## src/rtl/i2cs_pkg.sv

```systemverilog
package i2cs_pkg;
   typedef enum logic [2:0] {
      ST_IDLE,
      ST_ADDR,
      ST_AACK,
      ST_HOLD,
      ST_TX,
      ST_TACK,
      ST_SKIP
   } i2cs_state_e;
endpackage

```

## src/rtl/i2cs_sync.sv

```systemverilog
module i2cs_sync #(
   parameter int WIDTH  = 2,
   parameter int STAGES = 2
) (
   input  logic             clk,
   input  logic             rst_n,
   input  logic [WIDTH-1:0] d,
   output logic [WIDTH-1:0] q
);
   logic [STAGES-1:0][WIDTH-1:0] stg;

   always_ff @(posedge clk or negedge rst_n) begin
      if (!rst_n) stg <= '1;
      else        stg <= {stg[STAGES-2:0], d};
   end

   assign q = stg[STAGES-1];
endmodule

```

## src/rtl/i2cs_cond.sv

```systemverilog
module i2cs_cond (
   input  logic clk,
   input  logic rst_n,
   input  logic scl_s,
   input  logic sda_s,
   output logic scl_rise,
   output logic scl_fall,
   output logic start_det,
   output logic stop_det
);
   logic scl_q, sda_q;

   always_ff @(posedge clk or negedge rst_n) begin
      if (!rst_n) begin
         scl_q <= 1'b1;
         sda_q <= 1'b1;
      end else begin
         scl_q <= scl_s;
         sda_q <= sda_s;
      end
   end

   assign scl_rise  =  scl_s & ~scl_q;
   assign scl_fall  = ~scl_s &  scl_q;
   assign start_det =  scl_s &  scl_q &  sda_q & ~sda_s;
   assign stop_det  =  scl_s &  scl_q & ~sda_q &  sda_s;
endmodule

```

## src/rtl/i2cs_top.sv

```systemverilog
module i2cs_top
   import i2cs_pkg::*;
#(
   parameter int DATA_W      = 8,
   parameter int ADDR_W      = 7,
   parameter int SYNC_STAGES = 2
) (
   input  logic              clk,
   input  logic              rst_n,
   input  logic [ADDR_W-1:0] own_addr,
   input  logic              scl_in,
   input  logic              sda_in,
   output logic              scl_oe,
   output logic              sda_oe,
   input  logic              txbuf_wr,
   input  logic [DATA_W-1:0] txbuf_wdata,
   input  logic              rel_set,
   input  logic              rd_buf,
   output logic [DATA_W-1:0] buf_rdata,
   output logic              irq_flag,
   input  logic              irq_clr,
   output logic              stat_rw,
   output logic              stat_full
);
   localparam int CNT_W = $clog2(DATA_W + 1);
   localparam logic [CNT_W-1:0] LAST_BIT = CNT_W'(DATA_W);

   generate
      if (ADDR_W != DATA_W - 1) begin : g_bad_addr_w
         $error("ADDR_W must be DATA_W-1");
      end
      if (SYNC_STAGES < 2) begin : g_bad_sync
         $error("SYNC_STAGES must be at least 2");
      end
   endgenerate

   logic scl_s, sda_s;
   logic scl_rise, scl_fall, start_det, stop_det;

   i2cs_sync #(.WIDTH(2), .STAGES(SYNC_STAGES)) u_sync (
      .clk   (clk),
      .rst_n (rst_n),
      .d     ({scl_in, sda_in}),
      .q     ({scl_s, sda_s})
   );

   i2cs_cond u_cond (
      .clk       (clk),
      .rst_n     (rst_n),
      .scl_s     (scl_s),
      .sda_s     (sda_s),
      .scl_rise  (scl_rise),
      .scl_fall  (scl_fall),
      .start_det (start_det),
      .stop_det  (stop_det)
   );

   i2cs_state_e       st;
   logic [CNT_W-1:0]  cnt;
   logic [DATA_W-1:0] rx_sh, tx_sh, buf_q;
   logic              loaded, irq_q, rw_q, full_q;

   always_ff @(posedge clk or negedge rst_n) begin
      if (!rst_n) begin
         st     <= ST_IDLE;
         cnt    <= '0;
         rx_sh  <= '0;
         tx_sh  <= '0;
         buf_q  <= '0;
         loaded <= 1'b0;
         irq_q  <= 1'b0;
         rw_q   <= 1'b0;
         full_q <= 1'b0;
      end else begin
         if (txbuf_wr) begin
            buf_q  <= txbuf_wdata;
            tx_sh  <= txbuf_wdata;
            loaded <= 1'b1;
         end
         if (rd_buf)  full_q <= 1'b0;
         if (irq_clr) irq_q  <= 1'b0;

         if (stop_det) begin
            st   <= ST_IDLE;
            rw_q <= 1'b0;
         end else if (start_det) begin
            st  <= ST_ADDR;
            cnt <= '0;
         end else begin
            unique case (st)
               ST_ADDR: begin
                  if (scl_rise && cnt != LAST_BIT) begin
                     rx_sh <= {rx_sh[DATA_W-2:0], sda_s};
                     cnt   <= cnt + CNT_W'(1);
                  end else if (scl_fall && cnt == LAST_BIT) begin
                     if (rx_sh[DATA_W-1:1] == own_addr && rx_sh[0]) begin
                        st     <= ST_AACK;
                        rw_q   <= 1'b1;
                        buf_q  <= rx_sh;
                        full_q <= 1'b1;
                     end else begin
                        st <= ST_SKIP;
                     end
                  end
               end
               ST_AACK: begin
                  if (scl_fall) begin
                     st     <= ST_HOLD;
                     irq_q  <= 1'b1;
                     loaded <= 1'b0;
                  end
               end
               ST_HOLD: begin
                  if (rel_set && loaded) begin
                     st  <= ST_TX;
                     cnt <= '0;
                  end
               end
               ST_TX: begin
                  if (scl_rise) begin
                     cnt <= cnt + CNT_W'(1);
                  end else if (scl_fall) begin
                     if (cnt == LAST_BIT) st <= ST_TACK;
                     else tx_sh <= {tx_sh[DATA_W-2:0], 1'b0};
                  end
               end
               ST_TACK: begin
                  if (scl_rise && sda_s) begin
                     st     <= ST_IDLE;
                     rw_q   <= 1'b0;
                     full_q <= 1'b0;
                  end else if (scl_fall) begin
                     st     <= ST_HOLD;
                     irq_q  <= 1'b1;
                     loaded <= 1'b0;
                  end
               end
               default: ;
            endcase
         end
      end
   end

   assign scl_oe    = (st == ST_HOLD);
   assign sda_oe    = (st == ST_AACK) || (st == ST_TX && !tx_sh[DATA_W-1]);
   assign buf_rdata = buf_q;
   assign irq_flag  = irq_q;
   assign stat_rw   = rw_q;
   assign stat_full = full_q;
endmodule

```

## config.mk

```make
export PLATFORM = sky130hd
export DESIGN_NAME = i2cs_top
export DESIGN_NICKNAME = d
export VERILOG_FILES = /design/src/rtl/i2cs_pkg.sv /design/src/rtl/i2cs_sync.sv /design/src/rtl/i2cs_cond.sv /design/src/rtl/i2cs_top.sv
export SDC_FILE = /design/constraint.sdc
export NUM_CORES = 1
export LEC_CHECK = 0
export BUFFER_PORTS_ARGS = -buffer_cell sky130_fd_sc_hd__buf_2
export CAP_MARGIN = 30
export CORE_ASPECT_RATIO = 1.2
export CORE_MARGIN = 2
export CORE_UTILIZATION = 55
export DETAILED_ROUTE_END_ITERATION = 10
export PLACE_DENSITY_LB_ADDON = 0.1
export REMOVE_ABC_BUFFERS = 1
export SKIP_LAST_GASP = 1
export SLEW_MARGIN = 20
export SYNTH_ARGS = -nofsm -noshare
export SYNTH_HDL_FRONTEND = slang
export SYNTH_SLANG_ARGS = --single-unit
```

## constraint.sdc

```tcl
create_clock -name clk -period 2.2 [get_ports clk]
set_clock_uncertainty 0.1 [all_clocks]
set_input_delay 0.11 -clock clk [delete_from_list [all_inputs] [get_ports clk]]
set_output_delay 0.11 -clock clk [all_outputs]
set_load 0.02 [all_outputs]
```

# [Yosys cells after proc, flatten, opt, wreduce, memory -nomap -nowiden]
# Cells that the tools add are included.
[word_totals] reg_bits=41 elab_cells=122
[op_classes] addsub=1 n_eq_ne=22 mux=58 n_bitwise=13 n_reduce_logical=15
[op_table] cell="2-to-1 mux 8 bit" n=14
[op_table] cell="2-to-1 mux 3 bit" n=11
[op_table] cell="inequality test 4 bit, second input constant" n=6
[op_table] cell="2-to-1 mux 1 bit" n=23
[op_table] cell="inequality test 3 bit, second input constant" n=6
[op_table] cell="2-to-1 mux 4 bit" n=4
[op_table] cell="one-hot mux 3 bit (5 select lines)" n=1
[op_table] cell="one-hot mux 4 bit (3 select lines)" n=1
[op_table] cell="one-hot mux 1 bit (2 select lines)" n=4
[op_table] cell="bitwise AND 1 bit" n=7
[op_table] cell="== test 7 bit" n=1
[op_table] cell="AND reduction 7 bit" n=1
[op_table] cell="nonzero test 7 bit" n=1
[op_table] cell="== test 3 x 2 -> 1 bit, second input constant" n=2
[op_table] cell="== test 3 bit, second input constant" n=2
[op_table] cell="logical AND 1 bit" n=6
[op_table] cell="NOT 1 bit" n=6
[op_table] cell="AND reduction 6 bit" n=1
[op_table] cell="AND reduction 5 bit" n=1
[op_table] cell="adder 4 x 1 -> 4 bit, second input constant" n=1
[op_table] cell="== test 4 bit, second input constant" n=1
[op_table] cell="inequality test 4 x 1 -> 1 bit, second input constant" n=1
[op_table] cell="AND reduction 4 bit" n=1
[op_table] cell="nonzero test 4 bit" n=1
[op_table] cell="6 further kinds" n=6

# [Depth between registers and ports, before layout]
# Gate-level depths: netlist (run 1).
[logic_depth] ltp_word=8 mapped_depth=7 mapped_depth_nobuf=6

# [By module]
# From an unflattened synthesis (run 1), not the netlist that was laid out.
[hier_totals] cells_unflattened=190 hier_area_um2=2118.3
[by_module_without_submodules] mod="i2cs_top" n_inst=1 cells_each=178 area_per_inst_um2=1913.1
[by_module_without_submodules] mod="i2cs_sync" n_inst=1 cells_each=6 area_per_inst_um2=120.1
[by_module_without_submodules] mod="i2cs_cond" n_inst=1 cells_each=6 area_per_inst_um2=85.1

# [Worst setup path before layout (run 1)]
# No wires, ideal clock.
[synth_timing] path_kind="register -> register" startpoint="register cnt[0]" endpoint="register buf_q[1] (netlist: buf_rdata[1])" setup_ns=0.125 arrival_time_ns=1.478 required_ns=1.975 slack_ns=0.497 path_stages_with_launch=7 path_buffers=0 period_less_slack_ns=1.703 path_cell_list="dfrtp_1 inv_1 ha_1 nand3b_4 nor3_4 nand3_4 mux2_4"
[synth_via] elab_chain_len=7 elab_cells_between_ends=9 classes_between="eq/ne: 2; mux: 5; reduce/logical: 2"
[synth_lines] element="start, declared" line_no="i2cs_top.sv:59" text="logic [CNT_W-1:0] cnt;"
[synth_lines] element="start signal, assigned" line_no="i2cs_top.sv:94" text="cnt <= cnt + CNT_W'(1);"
[synth_lines] element="start signal, assigned" line_no="i2cs_top.sv:121" text="cnt <= cnt + CNT_W'(1);"
[synth_lines] element="== test 4 bit" line_no="i2cs_top.sv:95" text="end else if (scl_fall && cnt == LAST_BIT) begin"
[synth_lines] element="logical AND 1 bit" line_no="i2cs_top.sv:95"
[synth_lines] element="2-to-1 mux 8 bit" line_no="i2cs_top.sv:95"
[synth_lines] element="2-to-1 mux 8 bit (*)" line_no="i2cs_top.sv:92" text="if (scl_rise && cnt != LAST_BIT) begin"
[synth_lines] element="2-to-1 mux 8 bit (*)" line_no="i2cs_top.sv:90" text="unique case (st)"
[synth_lines] element="2-to-1 mux 8 bit (*)" line_no="i2cs_top.sv:86" text="end else if (start_det) begin"
[synth_lines] element="2-to-1 mux 8 bit (*)" line_no="i2cs_top.sv:83" text="if (stop_det) begin"
[synth_lines] element="end signal, assigned" line_no="i2cs_top.sv:76" text="buf_q <= txbuf_wdata;"
[synth_lines] element="end signal, assigned" line_no="i2cs_top.sv:99" text="buf_q <= rx_sh;"
[synth_lines] element="end, declared" line_no="i2cs_top.sv:60" text="logic [DATA_W-1:0] rx_sh, tx_sh, buf_q;"
# Mark *: on every way between the ends. The rest lies on a longest branch, timed or not.
# A chain may end at the register's enable or synchronous reset.

# [Worst setup path in the final report (run 1)]
# Ends and elaborated chain as after synthesis.

==> impl_metrics.env, run 1 <==
export IMPL_status="finished, final reports clean"
export IMPL_power_static_leakage_nw=1.24
export IMPL_antenna_found_initial=0
export IMPL_fin_crit_sh=0.829
export IMPL_hold_worst_slack_ns=0.0250
export IMPL_firstDrtPassIters=4
export IMPL_end_kind="flip-flop"
export IMPL_insertion_delay_ns=0.29
export IMPL_setup_viol=0
export IMPL_ir_drop_uv=581
export IMPL_groute_usage_overall=0.208
export IMPL_placement_io_buffers=35
export IMPL_cts_buffers=5
export IMPL_synth_flop_cell="dfrtp_1"
export IMPL_drive_gt1_frac=0.333
export IMPL_hold_path_depth=3
export IMPL_grt_max_degree=42
export IMPL_maxCapViolations=0
export IMPL_hpwl_um=3240
export IMPL_r2r_slack_ns=0.38
export IMPL_path_cells="inv_1 > ha_1 > nand3b_4 > nor3_4 > nand3_4 > mux2_4"
export IMPL_rsz0062_at_grt="no"
export IMPL_syn_inst=197
export IMPL_diodes=0
export IMPL_synth_edf_count=0
export IMPL_min_delay_worst_endpoint="tx_sh[2]"
export IMPL_yosys_warnings=0
export IMPL_overflow=0
export IMPL_post_cts_resized=0
export IMPL_htree_levels=2
export IMPL_relSlewSlack=0.726
export IMPL_final_nets=264
export IMPL_area_growth_pct=17.4
export IMPL_regToRegStartpoint="cnt[0]"
export IMPL_avgRoutedWirePerCell_um=14.6
export IMPL_finalCriticalPeriod_ns=1.82
export IMPL_critical_path_max_stage_delay_ns=0.42
export IMPL_slew_viol_final=0
export IMPL_cp_max_fo=9
export IMPL_cp_arrival_ns=1.91
export IMPL_ys_seq_area_frac=0.465
export IMPL_route_vias_total=1626
export IMPL_hold_class="input port to flip-flop"
export IMPL_grt_pass1_wl_um=6870
export IMPL_r2r_cells=6
export IMPL_startpoint_type="flip-flop"
export IMPL_drc=0
export IMPL_cts_buffer_depth=2
export IMPL_r2r_end="buf_rdata[1]"
export IMPL_cts_sinks=41
export IMPL_min_delay_start="txbuf_wdata[2]"
export IMPL_drtIter0Drc=64
export IMPL_critPathSlowestCell="dfrtp_1"
export IMPL_rows=25
export IMPL_core_area_um2=3910
export IMPL_p_per_area_nw_per_um2=978
export IMPL_io_pins=36
export IMPL_cts_root_buf="clkbuf_8"
export IMPL_fp_dieW_um=62.0
export IMPL_synth_area_per_cell_um2=11.3
export IMPL_vias_per_cell=5.53
export IMPL_synth_area_um2=2220
export IMPL_ys_types=50
export IMPL_gp_congestion=0.791
export IMPL_path_class="flip-flop to flip-flop"
export IMPL_worst_pin_slew_ns=0.410
export IMPL_fmax_ghz=0.548
export IMPL_postRouteAntennaNets=0
export IMPL_wirelength_um=4280
export IMPL_synth_seq_cells=41
export IMPL_postLayoutCoreUtil=0.667
export IMPL_fillers=322
export IMPL_die_area_um2=4560
export IMPL_dpl_cell_area_um2=2430
export IMPL_initial_utilization=0.568
export IMPL_die_height_um=73.6
export IMPL_first_global_vias=1551
export IMPL_cts_tree="built"
export IMPL_design_area_um2=2610
export IMPL_hold_violations=0
export IMPL_crit_required_ns=2.28
export IMPL_fin_setup_tns_ns=0
export IMPL_cts_reportedPaths_clkPinSlew_ns=0.07
export IMPL_synthArstFlopShare=1.00
metrics by stage:
stage | power, mW | cells | setup WS, ns
3_5_place_dp | 2.02 | 279 | 0.366
6_report | 2.55 | 294 | 0.376
5_1_grt | 2.71 | 294 | 0.275
4_1_cts | 2.57 | 293 | 0.354
3_3_place_gp | 1.98 | 279 | 0.423
2_1_floorplan | 1.77 | 189 | 0.497
where the power goes:
part	switching, mW	leakage (nW)	internal, mW
Combinational	0.446	0.692	0.419
Clock	0.251	0.0542	0.283
Sequential	0.218	0.490	0.931
Total	0.916	1.24	1.63
cells in the mapped netlist (2+ instances only):
cell	number	area (um^2)
nor2b_1	3	18.8
o21ai_0	7	35.0
xor2_1	8	70.1
nor3_1	3	15.0
o21a_1	2	15.0
nand3b_1	3	22.5
a21boi_0	2	15.0
inv_1	6	22.5
nor4_4	2	42.5
nand3_1	5	25.0
xnor2_1	2	17.5
ha_1	2	25.0
nor3b_1	2	15.0
a31oi_1	2	12.5
a21oi_1	10	50.1
o21ai_1	3	15.0
mux2i_1	8	80.1
mux2_4	7	105
mux2_2	14	158
dfrtp_1	35	876
nor2_1	12	45.0
nand2_1	12	45.0
buf_2	6	30.0
dfstp_2	6	158
nand2b_1	9	56.3
nand4b_1	2	17.5
final cells by class:
cell class                 count  area (um^2)  share of cell area
tap                           54         67.6              0.0259
sequential                    41         1030               0.396
timing repair buffer          43          263               0.101
inverter                       6         22.5             0.00864
clock inverter                 1         5.00             0.00192
clock buffer                   7         96.3              0.0369
multi-input combinational    142         1120               0.429
layout by cell type, fill, tap and decap left out, drive strengths merged, types with 2 or more instances in the layout:
| cell type | count |
|---|---|
| nor2b | 3 |
| nand2b | 10 |
| ha | 2 |
| nor2 | 12 |
| mux2i | 8 |
| dlygate4sd3 | 6 |
| buf | 37 |
| nand2 | 12 |
| nor3 | 4 |
| nor4 | 3 |
| o21a | 2 |
| a31oi | 2 |
| nand4b | 2 |
| nand3 | 6 |
| nor3b | 2 |
| xnor2 | 2 |
| clkbuf | 7 |
| o21ai | 10 |
| a21oi | 10 |
| dfrtp | 35 |
| nand3b | 5 |
| dfstp | 6 |
| inv | 6 |
| xor2 | 8 |
| mux2 | 21 |
| a21boi | 2 |
repair_timing:
action | in CTS | in global routing
endpoints found under the hold margin | 40 | 0
hold buffers | 6 | 0
setup buffers | 0 | 0
worst max-delay path, delay by kind of cell, from the launching register on:
kind	cells	cell delay, ns
buffers and inverters	1	0.09
AND/OR/NAND/NOR	3	0.56
flip-flops	1	0.42
multiplexers	1	0.35
adder cells (fa/ha/maj)	1	0.19
registers in the layout, indices dropped and copies added, names as in the netlist:
| signal | count |
|---|---|
| u_sync.q | 2 |
| tx_sh | 8 |
| st | 3 |
| u_sync.stg | 2 |
| rx_sh | 8 |
| stat_rw | 1 |
| u_cond.scl_q | 1 |
| buf_rdata | 8 |
| cnt | 4 |
| stat_full | 1 |
| loaded | 1 |
| u_cond.sda_q | 1 |
| irq_flag | 1 |
worst max path at each step:
stage                start           end  slack, ns  depth (start not counted)
2_1_floorplan       cnt[0]  buf_rdata[1]       0.50                          6
3_5_place_dp        cnt[0]  buf_rdata[1]       0.37                          6
5_1_grt        u_sync.q[1]      rx_sh[6]       0.28                          3
6_report            cnt[0]  buf_rdata[1]       0.38                          6
3_3_place_gp        cnt[0]  buf_rdata[2]       0.42                          6
4_1_cts             cnt[0]  buf_rdata[3]       0.35                          6
cells by family after synthesis:
group / share of synthesized area
AOI/OAI and AO/OA: 0.108
xor gates and xnor gates: 0.0394
adders and majority gates: 0.0113
buffers and inverters: 0.0304
DFF: 0.465
muxes: 0.154
and+or+nand+nor: 0.192
layer usage:
metal / track usage / wire (um) / up-vias
li1: - / - / 788
met1: 0.241 / 1750 / 795
met2: 0.360 / 2290 / 36
met3: 0.0511 / 175 / 7
met4: 0.0780 / 70 / 0
met5: 0 / 0 / -
Power figures use the tool's default switching activity.
==> run 2, diff against run 1 <==
==> constraint.sdc (replaced) <==
create_clock -name clk -period 1.85 [get_ports clk]
set_clock_uncertainty 0.1 [all_clocks]
set_input_delay 0.0925 -clock clk [delete_from_list [all_inputs] [get_ports clk]]
set_output_delay 0.0925 -clock clk [all_outputs]
set_load 0.02 [all_outputs]
==> run 2 against run 1 <==
Compared with the run above:
- combinational power increased by 54%
- die area unchanged
- critical path depth decreased by 2
- largest power group unchanged
==> impl_metrics.env, run 2 (same netlist as run 1, synthesis figures left out) <==
export IMPL_cp_top_family="buffers and inverters"
export IMPL_fmax_ghz=0.543
export IMPL_initial_utilization=0.568
export IMPL_power_switching_mw=1.24
export IMPL_crit_path_start="st[2]"
export IMPL_swShare=0.360
export IMPL_postRouteAntennaNets=0
export IMPL_final_seq_area_um2=1030
export IMPL_htree_levels=2
export IMPL_insertion_delay_ns=0.30
export IMPL_min_delay_start="txbuf_wdata[4]"
export IMPL_die_height_um=73.6
export IMPL_firstDrtPassIters=4
export IMPL_p_comb_frac=0.385
export IMPL_cts_root_buf="clkbuf_8"
export IMPL_layout_commonest_cell="buf_2"
export IMPL_cp_arrival_ns=1.65
export IMPL_pwr_share_seq=0.397
export IMPL_grt_max_degree=20
export IMPL_core_area_um2=3910
export IMPL_p_per_area_nw_per_um2=1230
export IMPL_fillers=269
export IMPL_dp_cells=284
export IMPL_path_cells="buf_4 > nand3b_1 > inv_1 > buf_2"
export IMPL_critPathSlowestCell="dfrtp_2"
export IMPL_cp_max_fo=9
export IMPL_fp_dieW_um=62.0
export IMPL_cts_buffers=5
export IMPL_rows=25
export IMPL_worst_path_buf_inv=3
export IMPL_clock_power_share=0.218
export IMPL_rsz0062_at_grt="yes"
export IMPL_gp_congestion=0.811
export IMPL_io_pins=36
export IMPL_regToRegStartpoint="cnt[1]"
export IMPL_first_global_vias=1735
export IMPL_multi_input_area_um2=1170
export IMPL_groute_usage_overall=0.244
export IMPL_startpoint_type="flip-flop"
export IMPL_ir_drop_uv=765
export IMPL_final_cell_mix="35 x buf_2, 34 x dfrtp_1, 17 x buf_4"
export IMPL_power_static_leakage_nw=1.33
export IMPL_fin_crit_sh=0.996
export IMPL_hpwl_um=3550
export IMPL_overflow=0
export IMPL_postLayoutCoreUtil=0.715
export IMPL_maxCapViolations=0
export IMPL_area_growth_pct=25.9
export IMPL_setup_viol=0
export IMPL_final_nets=281
export IMPL_worst_pin_slew_ns=0.430
export IMPL_route_vias_total=1756
export IMPL_drive_gt1_frac=0.401
export IMPL_grt_pass1_wl_um=8070
export IMPL_layoutNonFillerInstCount=311
export IMPL_slew_viol_final=0
export IMPL_cts_buffer_depth=2
export IMPL_cts_sinks=41
export IMPL_relSlewSlack=0.713
export IMPL_diodes=0
export IMPL_drc=0
export IMPL_critical_path_max_stage_delay_ns=0.48
export IMPL_end_kind="output pin"
export IMPL_hold_class="input port to flip-flop"
export IMPL_p_int_mw=2.21
export IMPL_status="finished, final reports clean"
export IMPL_crit_required_ns=1.66
export IMPL_antenna_found_initial=0
export IMPL_vias_per_cell=5.65
export IMPL_placement_io_buffers=35
export IMPL_avgRoutedWirePerCell_um=17.2
export IMPL_hold_violations=0
export IMPL_drtIter0Drc=81
export IMPL_cts_tree="built"
export IMPL_die_area_um2=4560
export IMPL_cts_reportedPaths_clkPinSlew_ns=0.08
export IMPL_path_class="flip-flop to output pin"
export IMPL_wirelength_um=5340
export IMPL_finalCriticalPeriod_ns=1.84
run 2: area by class of cell:
cell class / instances / area share
well taps: 54 / 0.0242
clock inverters: 2 / 0.0134
multi-input cells: 143 / 0.418
repair buffers: 59 / 0.137
flip-flops and latches: 41 / 0.370
clock buffers: 6 / 0.0295
inverters: 6 / 0.00806
run 2: worst register-to-register path: cells and delay by family, from the launching register on:
family                     cells  cell delay, ns
adders and majority gates      1            0.18
DFF                            1            0.40
AOI/OAI and AO/OA              2            0.33
and+or+nand+nor                2            0.51
buffers and inverters          2            0.18
run 2: power groups by stage:
stage	Combinational [mW]	Clock, mW	Sequential, mW
final	1.33	0.752	1.37
after global routing	1.44	0.820	1.40
after CTS	1.14	0.772	1.36
after detailed placement	1.05	0	1.39
after global placement	1.01	0	1.36
after floorplan	0.759	0	1.35
run 2: final timing paths:
path                                     end  slack (ns)  cells past startpoint
worst max-delay path                  scl_oe       0.007                      4
worst min-delay path                tx_sh[4]       0.003                      3
worst max register to register         st[2]        0.02                      7
worst min register to register   u_sync.q[0]        0.26                      0
max in group asynchronous       u_cond.sda_q        0.94                      3
min in group asynchronous       buf_rdata[6]        0.10                      2
run 2: per-layer routing:
metal,global-route usage,routed length (um),up-vias
met2,0.435,3000,64
met4,0.102,138,0
met3,0.0528,269,13
met5,0,0,-
met1,0.269,1930,855
li1,-,-,824
run 2: repair_timing:
| action | 4_1_cts | 5_1_grt |
|---|---|---|
| pin swaps | 1 | 6 |
| gates resized for setup | 2 | 5 |
| endpoints found under the hold margin | 44 | 0 |
| buffers inserted | 3 | 9 |
| gates cloned | 1 | 0 |
| hold buffers | 6 | 0 |
| endpoints found under the setup margin | 7 | 18 |
run 2: metrics by stage:
step	hold slack (ns)	setup WS, ns	instance area (um^2)	TNS (ns)	power (mW)
finish	0.00275	0.00681	2800	0	3.45
global route	0.0143	-0.0540	2800	-0.121	3.66
CTS	0.00247	0.00283	2700	0	3.28
detailed placement	-0.106	-0.0180	2460	-0.0958	2.43
global placement	-0.110	0.0720	2460	0	2.37
floorplan	-0.303	0.147	2180	0	2.10
